==> src/rtl/lcard_pkg.sv <==
package lcard_pkg;

    typedef enum logic [1:0] {
        WS_OFF  = 2'd0,
        WS_HALF = 2'd1,
        WS_ON   = 2'd2
    } wr_state_e;

    typedef enum logic [1:0] {
        ACT_RAM_RO = 2'd0,
        ACT_ROM_WR = 2'd1,
        ACT_ROM_RO = 2'd2,
        ACT_RAM_WR = 2'd3
    } sw_act_e;

    typedef struct packed {
        logic      rd_ram;
        wr_state_e wr;
        logic      bank2;
    } card_state_t;

    localparam card_state_t CARD_RESET = '{rd_ram: 1'b0, wr: WS_ON, bank2: 1'b1};

    function automatic wr_state_e wr_advance(input wr_state_e cur);
        case (cur)
            WS_OFF:  return WS_HALF;
            WS_HALF: return WS_ON;
            WS_ON:   return WS_ON;
            default: return WS_OFF;
        endcase
    endfunction

endpackage

==> src/rtl/lcard_swdec.sv <==
module lcard_swdec
    import lcard_pkg::*;
#(
    parameter int ADDR_W  = 16,
    parameter logic [ADDR_W-1:0] SW_BASE = 16'hC080
) (
    input  logic              bus_valid,
    input  logic [ADDR_W-1:0] bus_addr,
    output logic              sw_hit,
    output sw_act_e           sw_act,
    output logic              sw_bank2
);
    localparam int TAG_LO = 4;

    always_comb begin
        sw_hit   = bus_valid && (bus_addr[ADDR_W-1:TAG_LO] == SW_BASE[ADDR_W-1:TAG_LO]);
        sw_act   = sw_act_e'(bus_addr[1:0]);
        sw_bank2 = ~bus_addr[3];
    end
endmodule

==> src/rtl/lcard_state.sv <==
module lcard_state
    import lcard_pkg::*;
(
    input  logic        clk,
    input  logic        rst_n,
    input  logic        sw_hit,
    input  sw_act_e     sw_act,
    input  logic        sw_bank2,
    input  logic        bus_rd,
    output card_state_t st_q
);
    card_state_t st_d;

    always_comb begin
        st_d = st_q;
        if (sw_hit) begin
            st_d.bank2 = sw_bank2;
            case (sw_act)
                ACT_RAM_RO: begin
                    st_d.rd_ram = 1'b1;
                    st_d.wr     = WS_OFF;
                end
                ACT_ROM_RO: begin
                    st_d.rd_ram = 1'b0;
                    st_d.wr     = WS_OFF;
                end
                default: begin
                    st_d.rd_ram = (sw_act == ACT_RAM_WR);
                    if (bus_rd) begin
                        st_d.wr = wr_advance(st_q.wr);
                    end else if (st_q.wr == WS_HALF) begin
                        st_d.wr = WS_OFF;
                    end
                end
            endcase
        end
    end

    always_ff @(posedge clk) begin
        if (!rst_n) begin
            st_q <= CARD_RESET;
        end else begin
            st_q <= st_d;
        end
    end
endmodule

==> src/rtl/lcard_map.sv <==
module lcard_map
    import lcard_pkg::*;
#(
    parameter int ADDR_W  = 16,
    parameter int BANK_AW = 12,
    parameter logic [ADDR_W-1:0] WIN_BASE    = 16'hD000,
    parameter logic [ADDR_W-1:0] COMMON_BASE = 16'hE000,
    parameter logic [ADDR_W-1:0] CROM_BASE   = 16'hF800
) (
    input  logic                 bus_valid,
    input  logic                 bus_rd,
    input  logic [ADDR_W-1:0]    bus_addr,
    input  card_state_t          st,
    output logic                 ram_rd_en,
    output logic                 ram_wr_en,
    output logic                 card_rom_sel,
    output logic                 main_rom_sel,
    output logic [BANK_AW+1:0]   sram_addr
);
    localparam int SRAM_AW   = BANK_AW + 2;
    localparam int COMMON_AW = BANK_AW + 1;

    logic in_win, in_common, in_crom, rd_cyc, wr_cyc;

    always_comb begin
        in_win    = bus_valid && (bus_addr >= WIN_BASE);
        in_common = bus_addr >= COMMON_BASE;
        in_crom   = bus_addr >= CROM_BASE;
        rd_cyc    = in_win && bus_rd;
        wr_cyc    = in_win && !bus_rd;

        ram_rd_en    = rd_cyc && st.rd_ram;
        ram_wr_en    = wr_cyc && (st.wr == WS_ON);
        card_rom_sel = rd_cyc && !st.rd_ram && in_crom;
        main_rom_sel = rd_cyc && !st.rd_ram && !in_crom;

        sram_addr = '0;
        if (in_win) begin
            if (in_common) begin
                sram_addr = {1'b1, bus_addr[COMMON_AW-1:0]};
            end else begin
                sram_addr = {1'b0, st.bank2, bus_addr[BANK_AW-1:0]};
            end
        end
    end

    initial begin
        if (SRAM_AW != COMMON_AW + 1) $display("lcard_map: inconsistent widths");
    end
endmodule

==> src/rtl/lcard_ctrl.sv <==
module lcard_ctrl
    import lcard_pkg::*;
#(
    parameter int ADDR_W  = 16,
    parameter int BANK_AW = 12,
    parameter logic [ADDR_W-1:0] SW_BASE     = 16'hC080,
    parameter logic [ADDR_W-1:0] WIN_BASE    = 16'hD000,
    parameter logic [ADDR_W-1:0] COMMON_BASE = 16'hE000,
    parameter logic [ADDR_W-1:0] CROM_BASE   = 16'hF800
) (
    input  logic               clk,
    input  logic               rst_n,
    input  logic               bus_valid,
    input  logic [ADDR_W-1:0]  bus_addr,
    input  logic               bus_rd,
    output logic               ram_rd_en,
    output logic               ram_wr_en,
    output logic               card_rom_sel,
    output logic               main_rom_sel,
    output logic [BANK_AW+1:0] sram_addr
);
    logic        sw_hit;
    sw_act_e     sw_act;
    logic        sw_bank2;
    card_state_t st_q;
    logic        st_rd_ram, st_wr_on, st_bank2;

    lcard_swdec #(.ADDR_W(ADDR_W), .SW_BASE(SW_BASE)) u_dec (
        .bus_valid (bus_valid),
        .bus_addr  (bus_addr),
        .sw_hit    (sw_hit),
        .sw_act    (sw_act),
        .sw_bank2  (sw_bank2)
    );

    lcard_state u_state (
        .clk      (clk),
        .rst_n    (rst_n),
        .sw_hit   (sw_hit),
        .sw_act   (sw_act),
        .sw_bank2 (sw_bank2),
        .bus_rd   (bus_rd),
        .st_q     (st_q)
    );

    lcard_map #(
        .ADDR_W(ADDR_W), .BANK_AW(BANK_AW), .WIN_BASE(WIN_BASE),
        .COMMON_BASE(COMMON_BASE), .CROM_BASE(CROM_BASE)
    ) u_map (
        .bus_valid    (bus_valid),
        .bus_rd       (bus_rd),
        .bus_addr     (bus_addr),
        .st           (st_q),
        .ram_rd_en    (ram_rd_en),
        .ram_wr_en    (ram_wr_en),
        .card_rom_sel (card_rom_sel),
        .main_rom_sel (main_rom_sel),
        .sram_addr    (sram_addr)
    );

    assign st_rd_ram = st_q.rd_ram;
    assign st_wr_on  = (st_q.wr == WS_ON);
    assign st_bank2  = st_q.bank2;
endmodule

==> config.mk <==
export PLATFORM = sky130hd
export DESIGN_NAME = lcard_ctrl
export DESIGN_NICKNAME = d
export VERILOG_FILES = /design/src/rtl/lcard_pkg.sv /design/src/rtl/lcard_swdec.sv /design/src/rtl/lcard_state.sv /design/src/rtl/lcard_map.sv /design/src/rtl/lcard_ctrl.sv
export SDC_FILE = /design/constraint.sdc
export NUM_CORES = 1
export LEC_CHECK = 0
export BUFFER_PORTS_ARGS = -buffer_cell sky130_fd_sc_hd__clkbuf_2
export CAP_MARGIN = 10
export CORE_AREA = 2 2 39 41
export CTS_CLUSTER_SIZE = 20
export DETAILED_ROUTE_END_ITERATION = 8
export DIE_AREA = 0 0 41 43
export PLACE_DENSITY = 0.86
export RECOVER_POWER = 25
export SLEW_MARGIN = 5
export SYNTH_ARGS = -nofsm -noshare
export SYNTH_HDL_FRONTEND = slang
export SYNTH_HIERARCHICAL = 1
export SYNTH_SLANG_ARGS = --single-unit
==> constraint.sdc <==
create_clock -name clk -period 1.2 [get_ports clk]
set_input_delay 0.12 -clock clk [delete_from_list [all_inputs] [get_ports clk]]
set_output_delay 0.12 -clock clk [all_outputs]
set_load 0.02 [all_outputs]
# Word-level counts from Yosys, hierarchy flattened
# Index checks and enable logic that the tools add are counted.
# word_totals
register_bits	4
wordCells	35
inputBits	20
# classes
reduce_logical	17
order_cmp	3
mux	6
bitwise_logic	1
eq_ne	5
# op_table
cell	n
$ge A16 B16 Y1 const B	3
$mux W14	2
$eq A12 B12 Y1 const B	1
$logic_and A1 B1 Y1	9
$eq A2 B2 Y1 const B	3
$pmux W3 S2	1
$logic_not A2 Y1	2
$mux W2	2
$pmux W2 S2	1
$reduce_bool A4 Y1	1
$logic_not A1 Y1	3
$eq A2 B1 Y1 const B	1
$reduce_and A2 Y1	1
$reduce_or A2 Y1	1
$not A1 Y1	1

# Logic depth before layout (Yosys ltp)
# Gate-level depths: netlist (run 1).
# depth
depth_word	5
ltp_mapped	6
mapped_depth_nobuf	5

# Cells and area by module
# Netlist (run 1), hierarchy kept.
# by_module_without_submodules
module	cells_each	n_inst	area_per_inst_um2	seq_area_each_um2
lcard_state	24	1	235.2	80.1
lcard_map	28	1	200.2	0.0
lcard_swdec	8	1	56.3	0.0

# Worst setup path before layout (run 1)
# No wires, ideal clock.
# synth_timing
path_kind	flip-flop to flip-flop
start	register, netlist name u_state/st_q[2]
end	register, netlist name u_state/st_q[1]
required_ns	1.070
synth_period_minus_slack_ns	1.112
setup_time_ns	0.130
path_buffers	0
setup_slack_ns	0.088
path_stages_with_launch	5
arrival_time_ns	0.981
path_cell_list	dfxtp_1 > inv_1 > ha_1 > o41ai_4 > o21ai_0
# synth_between
elab_chain_len	5
word_cells_on_any_way	9
# synth_lines
element	line_no	rtl
$eq A2 B2 Y1 or $eq A2 B1 Y1 (tied branches)	lcard_pkg.sv:25, lcard_state.sv:31	
$reduce_or A2 Y1 (no source line)	-	
$pmux W2 S2	lcard_pkg.sv:25	case (cur)
$mux W2	lcard_state.sv:29	if (bus_rd) begin
$pmux W3 S2	lcard_state.sv:18	case (sw_act)
# Several ways; a longest one is shown, not always the timed one.
# A chain may end at the register's enable or synchronous reset.

# Worst setup path after layout (run 1)
# layout_timing
start	input bus_addr[12]
end	output sram_addr[5]
# layout_between
elab_chain_len	3
# layout_lines
element	line_no	rtl
start: declaration	lcard_ctrl.sv:14	input logic [ADDR_W-1:0] bus_addr,
$ge A16 B16 Y1	lcard_map.sv:26	in_win = bus_valid && (bus_addr >= WIN_BASE);
$logic_and A1 B1 Y1	lcard_map.sv:26	
$mux W14	lcard_map.sv:38	if (in_win) begin
end: declaration	lcard_ctrl.sv:20	output logic [BANK_AW+1:0] sram_addr
# No other way between the ends.

==> results of run 1 <==
[cell families (layout without fill, tap and decap cells)]
family / Yosys count / count (layout) / share of synthesized area (%)
buf+inv: 9 / 51 / 9.92
fa+ha+maj: 4 / 4 / 10.2
flops: 4 / 4 / 16.3
simple gates: 37 / 37 / 49.4
mux: 1 / 1 / 2.04
compound gates: 5 / 5 / 12.2
[synthesized netlist by cell type, types with 2 or more instances]
cell type | number | area [sq um]
and3_2 | 2 | 15.0
buf_4 | 2 | 15.0
inv_1 | 6 | 22.5
o21ai_0 | 2 | 10.0
nand4_1 | 2 | 12.5
and2_4 | 10 | 87.6
nand3_1 | 4 | 20.0
dfxtp_1 | 4 | 80.1
ha_1 | 4 | 50.1
and2_2 | 2 | 15.0
nor2_1 | 6 | 22.5
nand2_1 | 5 | 18.8
[what timing repair did]
action	in CTS	in global routing
hold buffers	0	0
setup buffers	1	0
gates resized for setup	4	1
pin swaps	4	0
setup endpoints to repair	2	1
[worst max-delay path: cells and delay by family]
| family | cells | cell delay, ns |
|---|---|---|
| AND/OR/NAND/NOR | 1 | 0.18 |
| AO/OA/AOI/OAI | 1 | 0.31 |
| buffers and inverters | 3 | 0.44 |
[worst max path at each step]
stage | from | end | slack [ns] | cells past startpoint
floorplan | u_state/st_q[2] | u_state/st_q[1] | 0.09 | 4
global placement | bus_addr[13] | u_state/st_q[3] | -0.02 | 6
detailed placement | bus_addr[5] | u_state/st_q[1] | -0.08 | 6
CTS | bus_addr[12] | card_rom_sel | 0.007 | 5
global route | bus_addr[12] | card_rom_sel | 0.0008 | 5
finish | bus_addr[12] | sram_addr[5] | 0.04 | 5
[per-layer routing]
metal  part of all wire, %  GRT usage (%)  vias up
li1                      -              -      292
met1                    36           15.7      246
met2                    55           26.9       18
met3                   6.6           9.42        4
met4                   1.5           6.00        0
met5                     0              0        -
[area by class of cell]
cell class | count | area share [%]
repair buffers | 42 | 31.8
inverters | 6 | 3.01
clock buffers | 3 | 3.01
flip-flops and latches | 4 | 10.7
multi-input cells | 47 | 48.8
well taps | 16 | 2.68
[stage by stage]
step | cell area (sq um) | utilization, % | hold slack, ns | setup TNS (ns) | total power, mW
after floorplan | 492 | - | 0.182 | 0 | 0.201
final | 748 | 54.1 | 0.110 | 0 | 0.431
after detailed placement | 701 | 50.6 | 0.350 | -0.228 | 0.261
after CTS | 753 | 54.4 | 0.105 | 0 | 0.439
after global routing | 748 | 54.1 | 0.115 | 0 | 0.466
after global placement | 701 | 50.6 | 0.337 | -0.0722 | 0.259
[power by group]
part           switching [mW]  internal, mW  leakage [nW]
logic                  0.0693        0.0639         0.383
clock network          0.0524         0.112        0.0138
registers           0.0000130         0.134        0.0323
total                   0.122         0.309         0.429
==> results.yml, run 1 <==
status:
  run_status: "finished clean"
worst_setup_path:
  arrival_ns: 1.04
  slowest_stage: "o2111a_2"
  required_ns: 1.08
  r2r_slack_ns: 0.06
  worstReg2RegStart: "u_state/st_q[2]"
  cpPeakStageDelay_ns: 0.31
  reg2reg_to: "u_state/st_q[1]"
  path_class: "in -> out"
  end_kind: "primary output"
  worst_setup_path_start_kind: "input pin"
  worstPathCellList: "clkbuf_8, o2111a_2, buf_4, and2_2, clkbuf_2"
  r2r_cells: 5
  cp_max_fo: 6
global_routing:
  antenna_found_initial: 0
  grt_pass1_vias: 483
  grt_usage_pct: 16.2
  grt_start_max_net_pins: 7
  grt_pass1_wl_mm: 1.86
  grt-ovfl-total: 0
sta:
  rsz0062_at_grt: "false"
  finalHoldViolCount: 0
  period_minus_slack_ns: 1.16
  setup_viol: 0
  max-slew-margin-rel_pct: 80.9
  drv_slew: 0
  tightest_slew_ns: 0.285
  fin_ws_ns: 0.0389
  post-route-period-util_pct: 96.8
  fin_skew_ns: 0.00378
  fmax_ghz: 0.861
cts:
  clk_latency_ns: 0.23
  clockRootBuffer: "clkbuf_4"
  cts.sinks: 4
  cts.htree.levels: 1
  cts_tree: "done"
  clk_path_buf_depth: 2
  cts_buffers: 3
  clk_pin_slew_ns: 0.03
synthesis:
  syn_inst: 60
  synth_seq_area_share_pct: 16.3
  ys_ff_latch: 4
  synth.net_count: 84
  avgSynthCellArea_sq_um: 8.20
  ys_types: 23
  synth_edf_count: 0
  netlist_area_sq_um: 492
  ys_warn_count: 6
  synthArstFlopShare_pct: 0
  ys.flop_type: "dfxtp_1"
die:
  dieArea_sq_um: 1760
  coreArea_sq_um: 1380
  start_util_pct: 35.5
  rows: 14
  die_y_um: 43
  io_pins: 38
  die_width_um: 41
routing:
  dr.pass1.iters: 4
  wl_mm: 1.31
  wl_per_cell_um: 11.1
  drc: 0
  first_iter_violations: 5
  detail_route.vias_per_cell: 4.75
  num_vias: 560
  ant_nets: 0
place:
  dp.cells: 114
  gp_congestion: 0.773
  dp_hpwl_mm: 1.07
  pre_cts_ws_ns: -0.0794
  portBuffers: 37
pwr:
  power.leakage_nw: 0.429
  powerDensity_nw_per_um2: 576
  ir_drop_mv: 0.564
final_layout:
  fin_nets: 128
  top_register: "u_state/st_q"
  multiInputGateArea_sq_um: 365
  antenna_cells: 0
  layout_common_cells: "clkbuf_2, and2_4, nor2_1, inv_1, buf_4"
  largest_register_ffs: 4
  area_growth_pct: 52.2
  finalNonFillerCells: 118
  num-fill-cells: 131
  seqCellArea_sq_um: 80.1
  largestRegisters: "u_state/st_q (4)"
  mostFrequentLayoutCell: "clkbuf_2"
  drive_gt1_share_pct: 59.8
min_path:
  min_path_type: "in -> reg"
  min_path_cells: 2
  holdPathEnd: "u_state/st_q[0]"
  hold_start: "rst_n"
run:
  drv_cap: 0
(Power assumes the default switching activity.)
==> inputs of run 2 (changes only) <==
--- a/config.mk
+++ b/config.mk
@@ -8,6 +8,7 @@
 export BUFFER_PORTS_ARGS = -buffer_cell sky130_fd_sc_hd__clkbuf_2
 export CAP_MARGIN = 10
 export CORE_AREA = 2 2 39 41
+export CTS_BUF_LIST = sky130_fd_sc_hd__clkbuf_16
 export CTS_CLUSTER_SIZE = 20
 export DETAILED_ROUTE_END_ITERATION = 8
 export DIE_AREA = 0 0 41 43
==> constraint.sdc (replaced) <==
create_clock -name clk -period 1.1 [get_ports clk]
set_input_delay 0.11 -clock clk [delete_from_list [all_inputs] [get_ports clk]]
set_output_delay 0.11 -clock clk [all_outputs]
set_load 0.02 [all_outputs]
==> run 2 against run 1 <==
The flow now finishes with violations (setup timing); flip-flop and latch count did not move; core utilization rose by 24 points; critical path depth rose by 1; power rose by 110%; sequential share of layout area fell by 2.9 points; global-route usage rose by 4.9 points; clock-buffer cell count did not move; setup slack got worse by 0.15 ns; first-iteration DRC count rose to 5.4 times the previous value; via count rose by 17%; clock skew fell by 0.0037 ns; sequential power rose by 7%; critical endpoint is now sram_addr[8]; largest cell class is now buffers.
==> results.yml, run 2 (synthesized netlist as in run 1, its figures left out) <==
die:
  start_util_pct: 35.5
  coreArea_sq_um: 1380
  die_width_um: 41
  rows: 14
  die_y_um: 43
  io_pins: 38
  dieArea_sq_um: 1760
worst_setup_path:
  end_kind: "primary output"
  worst_setup_path_start_kind: "input pin"
  path_class: "in -> out"
  required_ns: 0.99
  worst_path_most_repeated_cell: "buf_8"
  cp_max_fo: 7
  worstPathCellList: "buf_8, buf_6, o2111a_2, clkbuf_16, and2_4, buf_8"
  cp_top_family: "buffers and inverters"
  cpPeakStageDelay_ns: 0.37
  arrival_ns: 1.10
  path_buf_inv: 4
  slowest_stage: "o2111a_2"
  r2r_slack_ns: -0.05
sta:
  rsz0062_at_grt: "true"
  finalHoldViolCount: 0
  period_minus_slack_ns: 1.21
  max-slew-margin-rel_pct: 79.9
  setup-tns-final_ns: -1.01
  setup_viol: 17
  drv_slew: 0
  fmax_ghz: 0.828
  tightest_slew_ns: 0.300
  post-route-period-util_pct: 110
  fin_ws_ns: -0.107
  fin_skew_ns: 0.0000899
global_routing:
  grt_pass1_vias: 570
  grt_usage_pct: 21.1
  grt_pass1_wl_mm: 2.46
  antenna_found_initial: 0
  grt-ovfl-total: 0
  grt_start_max_net_pins: 10
final_layout:
  fin_nets: 134
  largestRegisters: "u_state/st_q (4)"
  top_register: "u_state/st_q"
  finalNonFillerCells: 124
  area_growth_pct: 120
  drive_gt1_share_pct: 72.2
  antenna_cells: 0
  mostFrequentLayoutCell: "clkbuf_2"
  layout_common_cells: "clkbuf_2, and2_4, buf_4, buf_8, buf_6"
  largest_register_ffs: 4
routing:
  wl_per_cell_um: 18.2
  ant_nets: 0
  drc: 0
  wl_mm: 2.26
  detail_route.vias_per_cell: 5.29
  dr.pass1.iters: 4
  num_vias: 656
  first_iter_violations: 27
cts:
  clk_pin_slew_ns: 0.03
  clockRootBuffer: "clkbuf_16"
  cts_tree: "done"
  cts.sinks: 4
  cts.hold.buffers_added: 0
  cts_buffers: 3
  clk_path_buf_depth: 2
  cts.htree.levels: 1
  clk_latency_ns: 0.22
pwr:
  p_clk_share_pct: 61.5
  seq_power_share_pct: 15.5
  p_switching_mw: 0.207
  power_mw: 0.925
  power.internal_mw: 0.719
  pwr-share-comb_pct: 23.0
  power.leakage_nw: 0.545
  powerDensity_nw_per_um2: 854
  ir_drop_mv: 1.03
  switching_share_pct: 22.4
place:
  dp_hpwl_mm: 1.16
  pre_cts_ws_ns: -0.236
  portBuffers: 37
  dp.cells: 117
  gp_congestion: 0.775
status:
  run_status: "finished, violations left"
  failed_checks: "setup timing"
min_path:
  min_path_type: "in -> reg"
run:
  drv_cap: 0
==> run 2: changes by cell type in the layout (fill, tap and decap cells not counted), moves of 2 or more <==
cell / change
and2_2: -2
buf_8: +9
buf_6: +7
ha_1: -2
dfxtp_1: -2
clkbuf_2: -16
ha_4: +2
clkbuf_16: +4
clkbuf_4: -3
buf_4: +6
and2_4: +2
==> run 2: power by group through the flow <==
stage | combinational (mW) | sequential, mW | clock (mW)
4_1_cts | 0.163 | 0.144 | 0.573
2_1_floorplan | 0.0710 | 0.148 | 0
6_report | 0.213 | 0.144 | 0.569
5_1_grt | 0.221 | 0.144 | 0.587
3_3_place_gp | 0.140 | 0.148 | 0
3_5_place_dp | 0.145 | 0.148 | 0
==> run 2: final timing paths <==
| kind | from | to | cells after the start |
|---|---|---|---|
| setup / recovery | bus_addr[15] | sram_addr[8] | 6 |
| hold / removal | rst_n | u_state/st_q[0] | 2 |
| setup reg to reg | u_state/st_q[2] | u_state/st_q[1] | 5 |
| hold reg to reg | u_state/st_q[0] | u_state/st_q[0] | 2 |
==> run 2: area by class of cell <==
class | count | area [sq um]
timing repair buffer | 48 | 444
tap | 16 | 20.0
sequential | 4 | 85.1
fill | 83 | 300
clock buffer | 3 | 75.1
multi-input combinational | 47 | 437
inverter | 6 | 22.5
==> run 2: metal layers <==
layer / part of all wire, % / global-route usage, %
met3: 4.0 / 4.71
met2: 58 / 40.6
met1: 34 / 20.0
met5: 0 / 0
met4: 4.0 / 6.00
==> run 2: through the flow <==
stage	utilization, %	hold WS, ns	cell area, sq um
final	78.3	0.127	1080
after global routing	78.3	0.126	1080
after CTS	67.0	0.104	927
after detailed placement	54.2	0.333	749
after global placement	54.2	0.323	749
after floorplan	-	0.172	505
==> run 2: timing repair <==
action	4_1_cts	5_1_grt
endpoints found under the setup margin	16	20
buffers inserted	1	2
gates cloned	0	1
pin swaps	1	16
resized for setup	23	46
==> inputs of run 3 (changes only) <==
--- a/config.mk
+++ b/config.mk
@@ -12,10 +12,9 @@
 export CTS_CLUSTER_SIZE = 20
 export DETAILED_ROUTE_END_ITERATION = 8
 export DIE_AREA = 0 0 41 43
-export PLACE_DENSITY = 0.86
+export PLACE_DENSITY = 0.83
 export RECOVER_POWER = 25
 export SLEW_MARGIN = 5
 export SYNTH_ARGS = -nofsm -noshare
 export SYNTH_HDL_FRONTEND = slang
-export SYNTH_HIERARCHICAL = 1
 export SYNTH_SLANG_ARGS = --single-unit
==> run 3 against run 2 <==
The flow still finishes with violations (setup timing); maximum frequency shrank 7.1%; setup slack lost 0.093 ns; critical path depth shrank 1; register-to-register slack lost 0.14 ns; non-clock buffer count grew 8; wire length grew 2.4%; die area is the same; final area shrank 1.5%; clock-buffer cell count is the same; clock power is essentially flat; combinational power shrank 2%; cell count grew 5.6%.
==> results.yml, run 3 <==
synthesis:
  synthTopCellsByCount: "and2_1, nand2_1, ha_1, inv_1"
  ys.flop_type: "dfxtp_1"
  synthMuxAreaShare_pct: 7.00
  synth_fa_ha_area_share_pct: 14.0
  synthArstFlopShare_pct: 0
  synth_top_family_by_area: "simple AND/OR/NAND/NOR gates"
  synth_seq_area_share_pct: 17.9
  synth-simple-area-share_pct: 48.5
  ys_ff_latch: 4
  synth_xor_area_share_pct: 0
  syn_inst: 57
  synth_area_leaders: "dfxtp_1, and2_1, ha_1"
  synth_compound_area_share_pct: 7.56
  yosysMostFrequentCell: "and2_1"
  ys_warn_count: 0
  netlist_area_sq_um: 447
  avgSynthCellArea_sq_um: 7.84
  synth_edf_count: 0
  yosysTopAreaCellShare_pct: 17.9
  synth.net_count: 82
  synth_area_leader_cell: "dfxtp_1"
  ys_types: 23
cts:
  cts_buffers: 3
  clk_latency_ns: 0.22
  cts_tree: "done"
  cts.sinks: 4
  cts.htree.levels: 1
  clockRootBuffer: "clkbuf_16"
  clk_path_buf_depth: 2
  clk_pin_slew_ns: 0.03
place:
  dp_hpwl_mm: 1.28
  portBuffers: 37
  gp_congestion: 0.705
sta:
  fin_ws_ns: -0.200
  finalHoldViolCount: 0
  hold_slack_ns: 0.116
  post-route-period-util_pct: 118
  setup_viol: 5
  drv_slew: 0
  period_minus_slack_ns: 1.30
  fin_skew_ns: 0.00119
  max-slew-margin-rel_pct: 81.0
  tightest_slew_ns: 0.283
  fmax_ghz: 0.769
  rsz0062_at_grt: "true"
final_layout:
  layout_common_cells: "clkbuf_2, buf_4, buf_6, nand2_1"
  largest_register_ffs: 4
  top_register: "u_state.st_q"
  mostFrequentLayoutCell: "clkbuf_2"
  fin_nets: 142
  num-fill-cells: 79
  area_growth_pct: 139
  final_util_pct: 77.1
  largestRegisters: "u_state.st_q (4)"
  antenna_cells: 0
  drive_gt1_share_pct: 71.3
min_path:
  min_path_type: "in -> reg"
worst_setup_path:
  arrival_ns: 1.19
  end_kind: "primary output"
  path_class: "reg -> out"
  cp_max_fo: 2
  worst_setup_path_start_kind: "flop"
  required_ns: 0.99
run:
  drv_cap: 0
die:
  start_util_pct: 32.3
  io_pins: 38
  dieArea_sq_um: 1760
  rows: 14
  die_width_um: 41
  die_y_um: 43
  coreArea_sq_um: 1380
global_routing:
  grt_pass1_wl_mm: 2.79
  antenna_found_initial: 0
  grt-ovfl-total: 0
  grt_pass1_vias: 671
  grt_start_max_net_pins: 10
  grt_usage_pct: 24.4
routing:
  first_iter_violations: 21
  ant_nets: 0
  drc: 0
  wl_per_cell_um: 17.6
  detail_route.vias_per_cell: 5.37
  wl_mm: 2.31
  num_vias: 704
  dr.pass1.iters: 4
pwr:
  pwr-share-comb_pct: 22.6
  switching_share_pct: 22.6
  power.leakage_nw: 0.536
  seq_power_share_pct: 15.9
  p_switching_mw: 0.208
  powerDensity_nw_per_um2: 863
  power.internal_mw: 0.713
  p_clk_share_pct: 61.5
  ir_drop_mv: 1.20
  power_mw: 0.921
status:
  run_status: "finished, violations left"
  failed_checks: "setup timing"
run 3: cell types whose count changed after synthesis, sizes merged, moves of 2 or more:
cell,before,now
nor4b,0,2
nor3,1,4
and2,12,10
buf,3,0
run 3: power by group through the flow:
stage               Sequential (mW)  Clock, mW  Combinational (mW)
floorplan                     0.148          0              0.0602
global placement              0.148          0               0.145
detailed placement            0.148          0               0.149
CTS                           0.146      0.571               0.162
global route                  0.146      0.582               0.220
finish                        0.146      0.566               0.208
run 3: what timing repair did:
action,in CTS,in global routing
hold buffers,0,0
resized for setup,19,42
pin swaps,1,2
cloned,0,1
setup buffers,2,4
endpoints found under the setup margin,14,16
run 3: critical path, cell delays in order (launching register included):
cell and delay, ns:
dfxtp_2 0.32, inv_2 0.06, buf_6 0.09, ha_4 0.11
nor4b_4 0.20, buf_4 0.19
run 3: final timing paths:
| path | start | endpoint | slack, ns | depth (start not counted) |
|---|---|---|---|---|
| worst max-delay path | u_state.st_q[1] | ram_wr_en | -0.20 | 5 |
| worst min-delay path | rst_n | u_state.st_q[0] | 0.12 | 2 |
| worst max register to register | u_state.st_q[1] | u_state.st_q[2] | -0.19 | 6 |
| worst min register to register | u_state.st_q[0] | u_state.st_q[0] | 0.51 | 2 |
run 3: logic make-up (layout without fill, tap and decap cells):
kind of cell / count (synthesis) / count (layout)
adders and majority gates: 5 / 5
muxes: 3 / 3
DFF: 4 / 4
buffers and inverters: 6 / 64
and+or+nand+nor: 36 / 36
AOI/OAI and AO/OA: 3 / 3
run 3: area by class of cell:
| cell class | count | area, sq um | share of cell area [%] |
|---|---|---|---|
| inverter | 5 | 18.8 | 1.76 |
| tap | 16 | 20.0 | 1.88 |
| multi-input combinational | 47 | 453 | 42.4 |
| timing repair buffer | 56 | 417 | 39.0 |
| clock buffer | 3 | 75.1 | 7.03 |
| sequential | 4 | 83.8 | 7.85 |
run 3: metrics by stage:
stage	setup slack [ns]	cell area [sq um]	setup TNS (ns)	instances
after floorplan	-0.141	472	-0.141	57
after global routing	-0.241	1070	-0.968	131
after detailed placement	-0.345	763	-1.80	121
after CTS	-0.202	921	-0.549	126
after global placement	-0.249	763	-1.12	121
final	-0.200	1070	-0.526	131
run 3: layer usage:
layer | global-route usage [%] | vias to the layer above | wire (um)
met1 | 21.5 | 331 | 828
met4 | 10.7 | 0 | 44
met5 | 0 | - | 0
met2 | 45.9 | 52 | 1230
met3 | 6.81 | 8 | 208
li1 | - | 313 | -
